$ cat src/rtl/bpvmon_pkg.sv
package bpvmon_pkg;

    typedef enum logic {
        MODE_BIPOLAR = 1'b0,
        MODE_NRZ     = 1'b1
    } line_mode_e;

    typedef enum logic {
        CARRIER_OK   = 1'b0,
        CARRIER_LOST = 1'b1
    } carrier_e;

    typedef struct packed {
        logic pos;
        logic neg;
    } rail_sym_t;

endpackage

$ cat src/rtl/bpvmon_rail_sampler.sv
module bpvmon_rail_sampler
    import bpvmon_pkg::*;
(
    input  logic      clk,
    input  logic      rst_n,
    input  logic      pos_rail,
    input  logic      neg_rail,
    output rail_sym_t sym
);

    // Capture both rails on the falling edge; posedge logic sees a value
    // that is stable for the whole second half of the cycle.
    always_ff @(negedge clk or negedge rst_n) begin
        if (!rst_n) begin
            sym <= '0;
        end else begin
            sym.pos <= pos_rail;
            sym.neg <= neg_rail;
        end
    end

endmodule

$ cat src/rtl/bpvmon_line_fsm.sv
module bpvmon_line_fsm
    import bpvmon_pkg::*;
#(
    parameter int NRZ_MARKS = 8,
    parameter int LOS_ZEROS = 255
) (
    input  logic       clk,
    input  logic       rst_n,
    input  rail_sym_t  sym,
    output line_mode_e mode,
    output logic       carrier_lost
);

    localparam int DUAL_W = $clog2(NRZ_MARKS + 1);
    localparam int ZERO_W = $clog2(LOS_ZEROS + 1);
    localparam logic [DUAL_W-1:0] DUAL_LAST = DUAL_W'(NRZ_MARKS - 1);
    localparam logic [ZERO_W-1:0] ZERO_LAST = ZERO_W'(LOS_ZEROS - 1);
    localparam logic [ZERO_W-1:0] ZERO_SAT  = ZERO_W'(LOS_ZEROS);

    line_mode_e        mode_q, mode_d;
    carrier_e          car_q, car_d;
    logic [DUAL_W-1:0] dual_q, dual_d;
    logic [ZERO_W-1:0] zero_q, zero_d;

    logic sym_mark, sym_dual, sym_single;

    assign sym_mark   = sym.pos | sym.neg;
    assign sym_dual   = sym.pos & sym.neg;
    assign sym_single = sym.pos ^ sym.neg;

    // State registers
    always_ff @(posedge clk or negedge rst_n) begin
        if (!rst_n) begin
            mode_q <= MODE_BIPOLAR;
            car_q  <= CARRIER_OK;
            dual_q <= '0;
            zero_q <= '0;
        end else begin
            mode_q <= mode_d;
            car_q  <= car_d;
            dual_q <= dual_d;
            zero_q <= zero_d;
        end
    end

    // Line-mode transitions
    always_comb begin
        mode_d = mode_q;
        dual_d = dual_q;
        unique case (mode_q)
            MODE_BIPOLAR: begin
                if (sym_dual) begin
                    if (dual_q == DUAL_LAST) begin
                        mode_d = MODE_NRZ;
                    end else begin
                        dual_d = dual_q + 1'b1;
                    end
                end else if (sym_single) begin
                    dual_d = '0;
                end
            end
            MODE_NRZ: begin
                if (sym_single) begin
                    mode_d = MODE_BIPOLAR;
                    dual_d = '0;
                end
            end
        endcase
    end

    // Carrier transitions
    always_comb begin
        car_d  = car_q;
        zero_d = zero_q;
        if (sym_mark) begin
            zero_d = '0;
        end else if (zero_q != ZERO_SAT) begin
            zero_d = zero_q + 1'b1;
        end
        unique case (car_q)
            CARRIER_OK: begin
                if (!sym_mark && zero_q == ZERO_LAST) begin
                    car_d = CARRIER_LOST;
                end
            end
            CARRIER_LOST: begin
                if (sym_mark) begin
                    car_d = CARRIER_OK;
                end
            end
        endcase
    end

    // Outputs
    assign mode         = mode_q;
    assign carrier_lost = (car_q == CARRIER_LOST);

    assert_mark_clears_loss_R10: assert property (@(posedge clk) disable iff (!rst_n)
        sym_mark |=> !carrier_lost);

    assert_loss_after_zero_R10: assert property (@(posedge clk) disable iff (!rst_n)
        $rose(carrier_lost) |-> !$past(sym_mark));

    assert_nrz_entry_on_dual_R6: assert property (@(posedge clk) disable iff (!rst_n)
        (mode_q == MODE_NRZ && $past(mode_q) == MODE_BIPOLAR) |-> $past(sym_dual));

endmodule

$ cat src/rtl/bpvmon_hdb3_decoder.sv
module bpvmon_hdb3_decoder
    import bpvmon_pkg::*;
(
    input  logic       clk,
    input  logic       rst_n,
    input  rail_sym_t  sym,
    input  line_mode_e mode,
    output logic       nrz_data,
    output logic       bpv_pulse
);

    // Depth 4: a B00V substitution reaches three symbols back to the B mark.
    localparam int PIPE_D = 4;
    localparam int ZRUN_W = 3;
    localparam logic [ZRUN_W-1:0] ZRUN_SAT = ZRUN_W'(4);

    logic [PIPE_D-1:0] pipe_q, pipe_d;
    logic              have_pol_q;
    logic              last_neg_q;
    logic [ZRUN_W-1:0] zrun_q;
    logic              bpv_q;

    logic sym_mark, sym_single, bipolar;
    logic same_pol, sub_ok, viol, clr_b, data_bit;

    assign sym_mark   = sym.pos | sym.neg;
    assign sym_single = sym.pos ^ sym.neg;
    assign bipolar    = (mode == MODE_BIPOLAR);

    always_comb begin
        same_pol = sym_single && have_pol_q && (sym.neg == last_neg_q);
        sub_ok   = same_pol && (zrun_q == ZRUN_W'(2) || zrun_q == ZRUN_W'(3));
        viol     = bipolar && same_pol && !sub_ok;
        clr_b    = bipolar && sub_ok && (zrun_q == ZRUN_W'(2));
        data_bit = bipolar ? (sym_mark && !sub_ok) : sym.pos;
        pipe_d   = {pipe_q[PIPE_D-2] & ~clr_b, pipe_q[PIPE_D-3:0], data_bit};
    end

    always_ff @(posedge clk or negedge rst_n) begin
        if (!rst_n) begin
            pipe_q     <= '0;
            have_pol_q <= 1'b0;
            last_neg_q <= 1'b0;
            zrun_q     <= '0;
            bpv_q      <= 1'b0;
        end else begin
            pipe_q     <= pipe_d;
            bpv_q      <= viol;
            have_pol_q <= have_pol_q | sym_single;
            if (sym_single) begin
                last_neg_q <= sym.neg;
            end
            if (sym_mark) begin
                zrun_q <= '0;
            end else if (zrun_q != ZRUN_SAT) begin
                zrun_q <= zrun_q + 1'b1;
            end
        end
    end

    assign nrz_data  = pipe_q[PIPE_D-1];
    assign bpv_pulse = bpv_q;

    assert_quiet_in_nrz_R6: assert property (@(posedge clk) disable iff (!rst_n)
        (mode == MODE_NRZ) |=> !bpv_pulse);

    assert_pulse_needs_mark_R3: assert property (@(posedge clk) disable iff (!rst_n)
        bpv_pulse |-> $past(sym_single));

endmodule

$ cat src/rtl/bpvmon_counter.sv
module bpvmon_counter #(
    parameter int CNT_W = 8
) (
    input  logic             clk,
    input  logic             rst_n,
    input  logic             inc,
    input  logic             load,
    input  logic [CNT_W-1:0] load_val,
    output logic [CNT_W-1:0] count
);

    localparam logic [CNT_W-1:0] CNT_MAX = {CNT_W{1'b1}};

    always_ff @(posedge clk or negedge rst_n) begin
        if (!rst_n) begin
            count <= '0;
        end else if (load) begin
            count <= load_val;
        end else if (inc && count != CNT_MAX) begin
            count <= count + 1'b1;
        end
    end

    assert_no_wrap_R8: assert property (@(posedge clk) disable iff (!rst_n)
        (!load && count == CNT_MAX) |=> count == CNT_MAX);

    assert_preset_R9: assert property (@(posedge clk) disable iff (!rst_n)
        load |=> count == $past(load_val));

endmodule

$ cat src/rtl/bpv_line_monitor.sv
module bpv_line_monitor
    import bpvmon_pkg::*;
#(
    parameter int CNT_W     = 8,
    parameter int NRZ_MARKS = 8,
    parameter int LOS_ZEROS = 255
) (
    input  logic             clk,
    input  logic             rst_n,
    input  logic             pos_rail,
    input  logic             neg_rail,
    input  logic             cnt_load,
    input  logic [CNT_W-1:0] cnt_load_val,
    output logic             nrz_data,
    output logic             bpv_pulse,
    output logic             carrier_lost,
    output logic [CNT_W-1:0] bpv_count
);

    rail_sym_t  sym;
    line_mode_e mode;

    bpvmon_rail_sampler i_sampler (
        .clk      (clk),
        .rst_n    (rst_n),
        .pos_rail (pos_rail),
        .neg_rail (neg_rail),
        .sym      (sym)
    );

    bpvmon_line_fsm #(
        .NRZ_MARKS (NRZ_MARKS),
        .LOS_ZEROS (LOS_ZEROS)
    ) i_line_fsm (
        .clk          (clk),
        .rst_n        (rst_n),
        .sym          (sym),
        .mode         (mode),
        .carrier_lost (carrier_lost)
    );

    bpvmon_hdb3_decoder i_decoder (
        .clk       (clk),
        .rst_n     (rst_n),
        .sym       (sym),
        .mode      (mode),
        .nrz_data  (nrz_data),
        .bpv_pulse (bpv_pulse)
    );

    bpvmon_counter #(
        .CNT_W (CNT_W)
    ) i_counter (
        .clk      (clk),
        .rst_n    (rst_n),
        .inc      (bpv_pulse),
        .load     (cnt_load),
        .load_val (cnt_load_val),
        .count    (bpv_count)
    );

endmodule

$ cat config.mk
export PLATFORM = sky130hd
export DESIGN_NAME = bpv_line_monitor
export DESIGN_NICKNAME = d
export VERILOG_FILES = /design/src/rtl/bpvmon_pkg.sv /design/src/rtl/bpvmon_rail_sampler.sv /design/src/rtl/bpvmon_line_fsm.sv /design/src/rtl/bpvmon_hdb3_decoder.sv /design/src/rtl/bpvmon_counter.sv /design/src/rtl/bpv_line_monitor.sv
export SDC_FILE = /design/constraint.sdc
export NUM_CORES = 1
export LEC_CHECK = 0
export BUFFER_PORTS_ARGS = -buffer_cell sky130_fd_sc_hd__buf_2
export CAP_MARGIN = 20
export CORE_ASPECT_RATIO = 1.4
export CORE_MARGIN = 8
export CORE_UTILIZATION = 35
export DETAILED_ROUTE_END_ITERATION = 16
export HOLD_SLACK_MARGIN = 0.1
export SETUP_SLACK_MARGIN = 0.05
export SYNTH_ARGS = -nofsm -noshare
export SYNTH_HDL_FRONTEND = slang
export SYNTH_SLANG_ARGS = --single-unit
$ cat constraint.sdc
create_clock -name clk -period 1.8 [get_ports clk]
set_input_delay 0.09 -clock clk [delete_from_list [all_inputs] [get_ports clk]]
set_output_delay 0.09 -clock clk [all_outputs]
set_load 0.02 [all_outputs]
==> load_flow_metrics.sql <==
INSERT INTO impl_metrics (metric_group, metric, value, unit) VALUES
('outcome', 'status', 'finished with violations', ''),
('outcome', 'violations_in_the_final_reports', 'setup timing', ''),
('synth', 'synth-edff-count', '0', ''),
('cells_and_area', 'nNetsFinal', '245', ''),
('floorplan', 'initial_core_util', '35.88', '%'),
('global_route', 'global_route_wire_length_before_repair', '6.824', 'mm'),
('pwr', 'leakagePower', '1.009', 'nW'),
('synth', 'ys_seq_area_share', '46.67', '%'),
('global_route', 'antenna_found_initial', '0', ''),
('detailed_routing', 'detail_route.vias_per_cell', '5.315', ''),
('timing', 'setup_total_negative_slack', '-5423', 'ps'),
('clocking', 'cts.htree.levels', '2', ''),
('worst_setup_path', 'crit_chain', 'ha_2, nor2b_4, buf_6, mux2i_2, a22o_1', ''),
('cells_and_area', 'final_layout_size_suffix_gt1_share', '32.29', '%'),
('detailed_routing', 'highest-signal-layer', 'met4', ''),
('placement', 'dpl.hpwl', '2.900', 'mm'),
('pwr', 'power_density', '773.3', 'nW/µm²'),
('detailed_routing', 'drc_violation_count_after_routing', '0', ''),
('pwr', 'ir_worst_vdd', '0.0005535', 'V'),
('placement', 'gp_congestion', '0.7590', ''),
('timing', 'finalSetupViolations', '22', ''),
('clocking', 'tritoncts_clock_tree', 'built', ''),
('global_route', 'grt.total_usage', '10.94', '%'),
('worst_setup_path', 'rr_endpoint', 'i_line_fsm.dual_q[3]$_DFFE_PN0P_', ''),
('worst_setup_path', 'crit_slowest_cell', 'dfrtn_1', ''),
('clocking', 'cts_made_buffers', '5', ''),
('synth', 'mean_instance_size_in_the_synthesized_netlist', '10.18', 'µm²'),
('detailed_routing', 'ant_nets', '0', ''),
('run', 'drv_cap', '0', ''),
('worst_setup_path', 'critical_path.endpoint_type', 'flop', ''),
('min_path', 'holdPathStages', '4', ''),
('worst_setup_path', 'rr_startpoint', 'i_sampler.sym[0]$_DFF_NN0_', ''),
('synth', 'synth-main-ff-cell', 'dfrtp_1', ''),
('clocking', 'tritoncts_num_sinks', '34', ''),
('floorplan', 'floorplan.die.height', '101.4', 'µm'),
('clocking', 'source_to_sink_clock_delay_at_the_later_pin_of_the_worst_skew_pair', '290', 'ps'),
('floorplan', 'design.die.area', '7807', 'µm²'),
('global_route', 'grt_remaining_overflow', '0', ''),
('detailed_routing', 'route.layer.met1.wl', '1.703', 'mm'),
('min_path', 'min_delay_worst_type', 'input pin to flop', ''),
('detailed_routing', 'via_count', '1536', ''),
('timing', 'timing.max_slew.rel_slack', '73.55', '%'),
('worst_setup_path', 'rr_worst_depth', '5', ''),
('detailed_routing', 'wl_met2', '2.198', 'mm'),
('timing', 'setup_slack', '-440.8', 'ps'),
('synth', 'synth.top_cells.by_area', 'dfrtp_1 44%, ha_1 6.9%, nand2_1 3.1%', ''),
('timing', 'timing.final.hold_violations', '0', ''),
('detailed_routing', 'firstDrtPassIters', '4', ''),
('clocking', 'cts_root_buf', 'clkbuf_8', ''),
('worst_setup_path', 'crit_fanout', '5', ''),
('worst_setup_path', 'timing.critical_path.slowest_cell_delay', '440', 'ps'),
('min_path', 'holdCritStartpoint', 'cnt_load_val[5]', ''),
('synth', 'ys_top_cells_by_count', '32 x dfrtp_1, 15 x nand2_1, 11 x a21oi_1', ''),
('synth', 'post-synth-top-area-fraction', '43.93', '%'),
('synth', 'synthesis.nets', '202', ''),
('cells_and_area', 'final_cell_count_no_fill', '289', ''),
('synth', 'synth.lib_cells_used.distinct', '50', ''),
('worst_setup_path', 'worstSetupStartpointType', 'flop', ''),
('global_route', 'via_count_of_the_first_global_routing_pass', '1507', ''),
('floorplan', 'die_x', '77.00', 'µm'),
('floorplan', 'core-area', '5081', 'µm²'),
('worst_setup_path', 'worstSetupPathType', 'flop to flop', ''),
('detailed_routing', 'post_drt_wl_per_cell', '14.53', 'µm'),
('timing', 'slew_at_the_pin_with_the_worst_max_slew_slack', '396.8', 'ps'),
('clocking', 'clkTransAtPathRegs', '60', 'ps'),
('synth', 'synth.most_common_cell', 'dfrtp_1', ''),
('synth', 'fraction_of_registers_with_async_set_reset', '100.0', '%'),
('placement', 'place_inst', '270', ''),
('global_route', 'grt_start_max_net_pins', '28', ''),
('synth', 'netlist_area', '1823', 'µm²'),
('floorplan', 'io-pin-count', '24', '');
[worst max-delay path, delay by kind of cell, from the launching register on]
kind / cells / cell delay [ps]
AOI/OAI and AO/OA: 1 / 160
adders and majority gates: 1 / 190
buffers and inverters: 1 / 130
DFF: 1 / 440
muxes: 1 / 210
and+or+nand+nor: 1 / 130
[sequential cells by signal, summed over array words and instances (netlist names)]
register                 flops
i_counter.count              8
i_line_fsm.zero_q            8
i_decoder.pipe_q             4
i_line_fsm.dual_q            4
i_decoder.zrun_q             3
i_sampler.sym                2
i_decoder.bpv_pulse          1
i_decoder.have_pol_q         1
i_decoder.last_neg_q         1
i_line_fsm.carrier_lost      1
i_line_fsm.mode              1
[power by group]
group	total (W)	internal, W	switching, W
combinational	0.000363	0.000174	0.000188
clock	0.000574	0.000308	0.000265
sequential	0.000898	0.000826	0.0000720
[cells by family after synthesis]
group | synth area share (%)
buffers and inverters | 5.559
and+or+nand+nor | 19.49
AOI/OAI and AO/OA | 18.74
muxes | 1.716
adders and majority gates | 6.863
xor gates and xnor gates | 0.9611
DFF | 46.67
[timing repair]
action | CTS | global route
endpoints found under the hold margin | 39 | 0
gates resized for setup | 8 | 13
hold buffers | 8 | 0
buffers inserted | 0 | 4
setup endpoints to repair | 22 | 22
pin swaps | 2 | 7
[final cells by class]
type | count | area (µm²)
flip-flops and latches | 34 | 850.8
clock inverters | 1 | 5.005
fillers | 477 | 2709
clock buffers | 7 | 86.33
multi-input cells | 126 | 977.2
well taps | 66 | 82.58
inverters | 11 | 46.29
repair buffers | 44 | 324.1
[worst max-delay path by stage]
stage	cells past startpoint	slack, ps	to
after floorplan	5	-460	i_decoder.pipe_q[3]$_DFF_PN0_
after global placement	4	-410	i_decoder.pipe_q[3]$_DFF_PN0_
after detailed placement	4	-440	i_decoder.pipe_q[3]$_DFF_PN0_
after CTS	4	-430	i_decoder.pipe_q[3]$_DFF_PN0_
after global routing	5	-510	i_line_fsm.dual_q[3]$_DFFE_PN0P_
final	5	-440	i_line_fsm.dual_q[3]$_DFFE_PN0P_
[per-stage QoR]
step                setup slack (ps)  hold slack, ps  utilization, %  instance area (µm²)  total power (W)
floorplan                     -457.4          -205.6               -                 1881         0.001116
global placement              -408.6          -38.85           41.20                 2093         0.001230
detailed placement            -436.1          -40.71           41.20                 2093         0.001234
CTS                           -433.8           174.8           45.16                 2295         0.001829
global route                  -507.4           191.5           46.69                 2372         0.001936
finish                        -440.8           176.5           46.69                 2372         0.001834
[layer usage]
| layer | vias up | GRT usage (%) |
|---|---|---|
| li1 | 748 | - |
| met1 | 750 | 10.88 |
| met5 | - | 0 |
| met2 | 31 | 19.87 |
| met4 | 0 | 5.248 |
| met3 | 7 | 3.908 |
[layout by cell type (no fill, tap or decap), types with 3 or more instances in the layout]
cell           Yosys  final
a211oi_1           5      3
nand3_1            8      8
nand4_1            5      5
clkbuf_8           0      6
buf_2              3     23
o21ai_0            5      3
buf_6              3      5
nor3_1             7      4
buf_4              1      7
a21oi_2            1      3
dfrtp_1           32     32
a211oi_2           1      3
and3_1             3      3
dlygate4sd3_1      0      8
nor2_1             8      7
a31oi_1            4      4
inv_1             10      8
ha_1              10      8
nand2_1           15     15
a21oi_1           11      8
(Power assumes the default switching activity.)
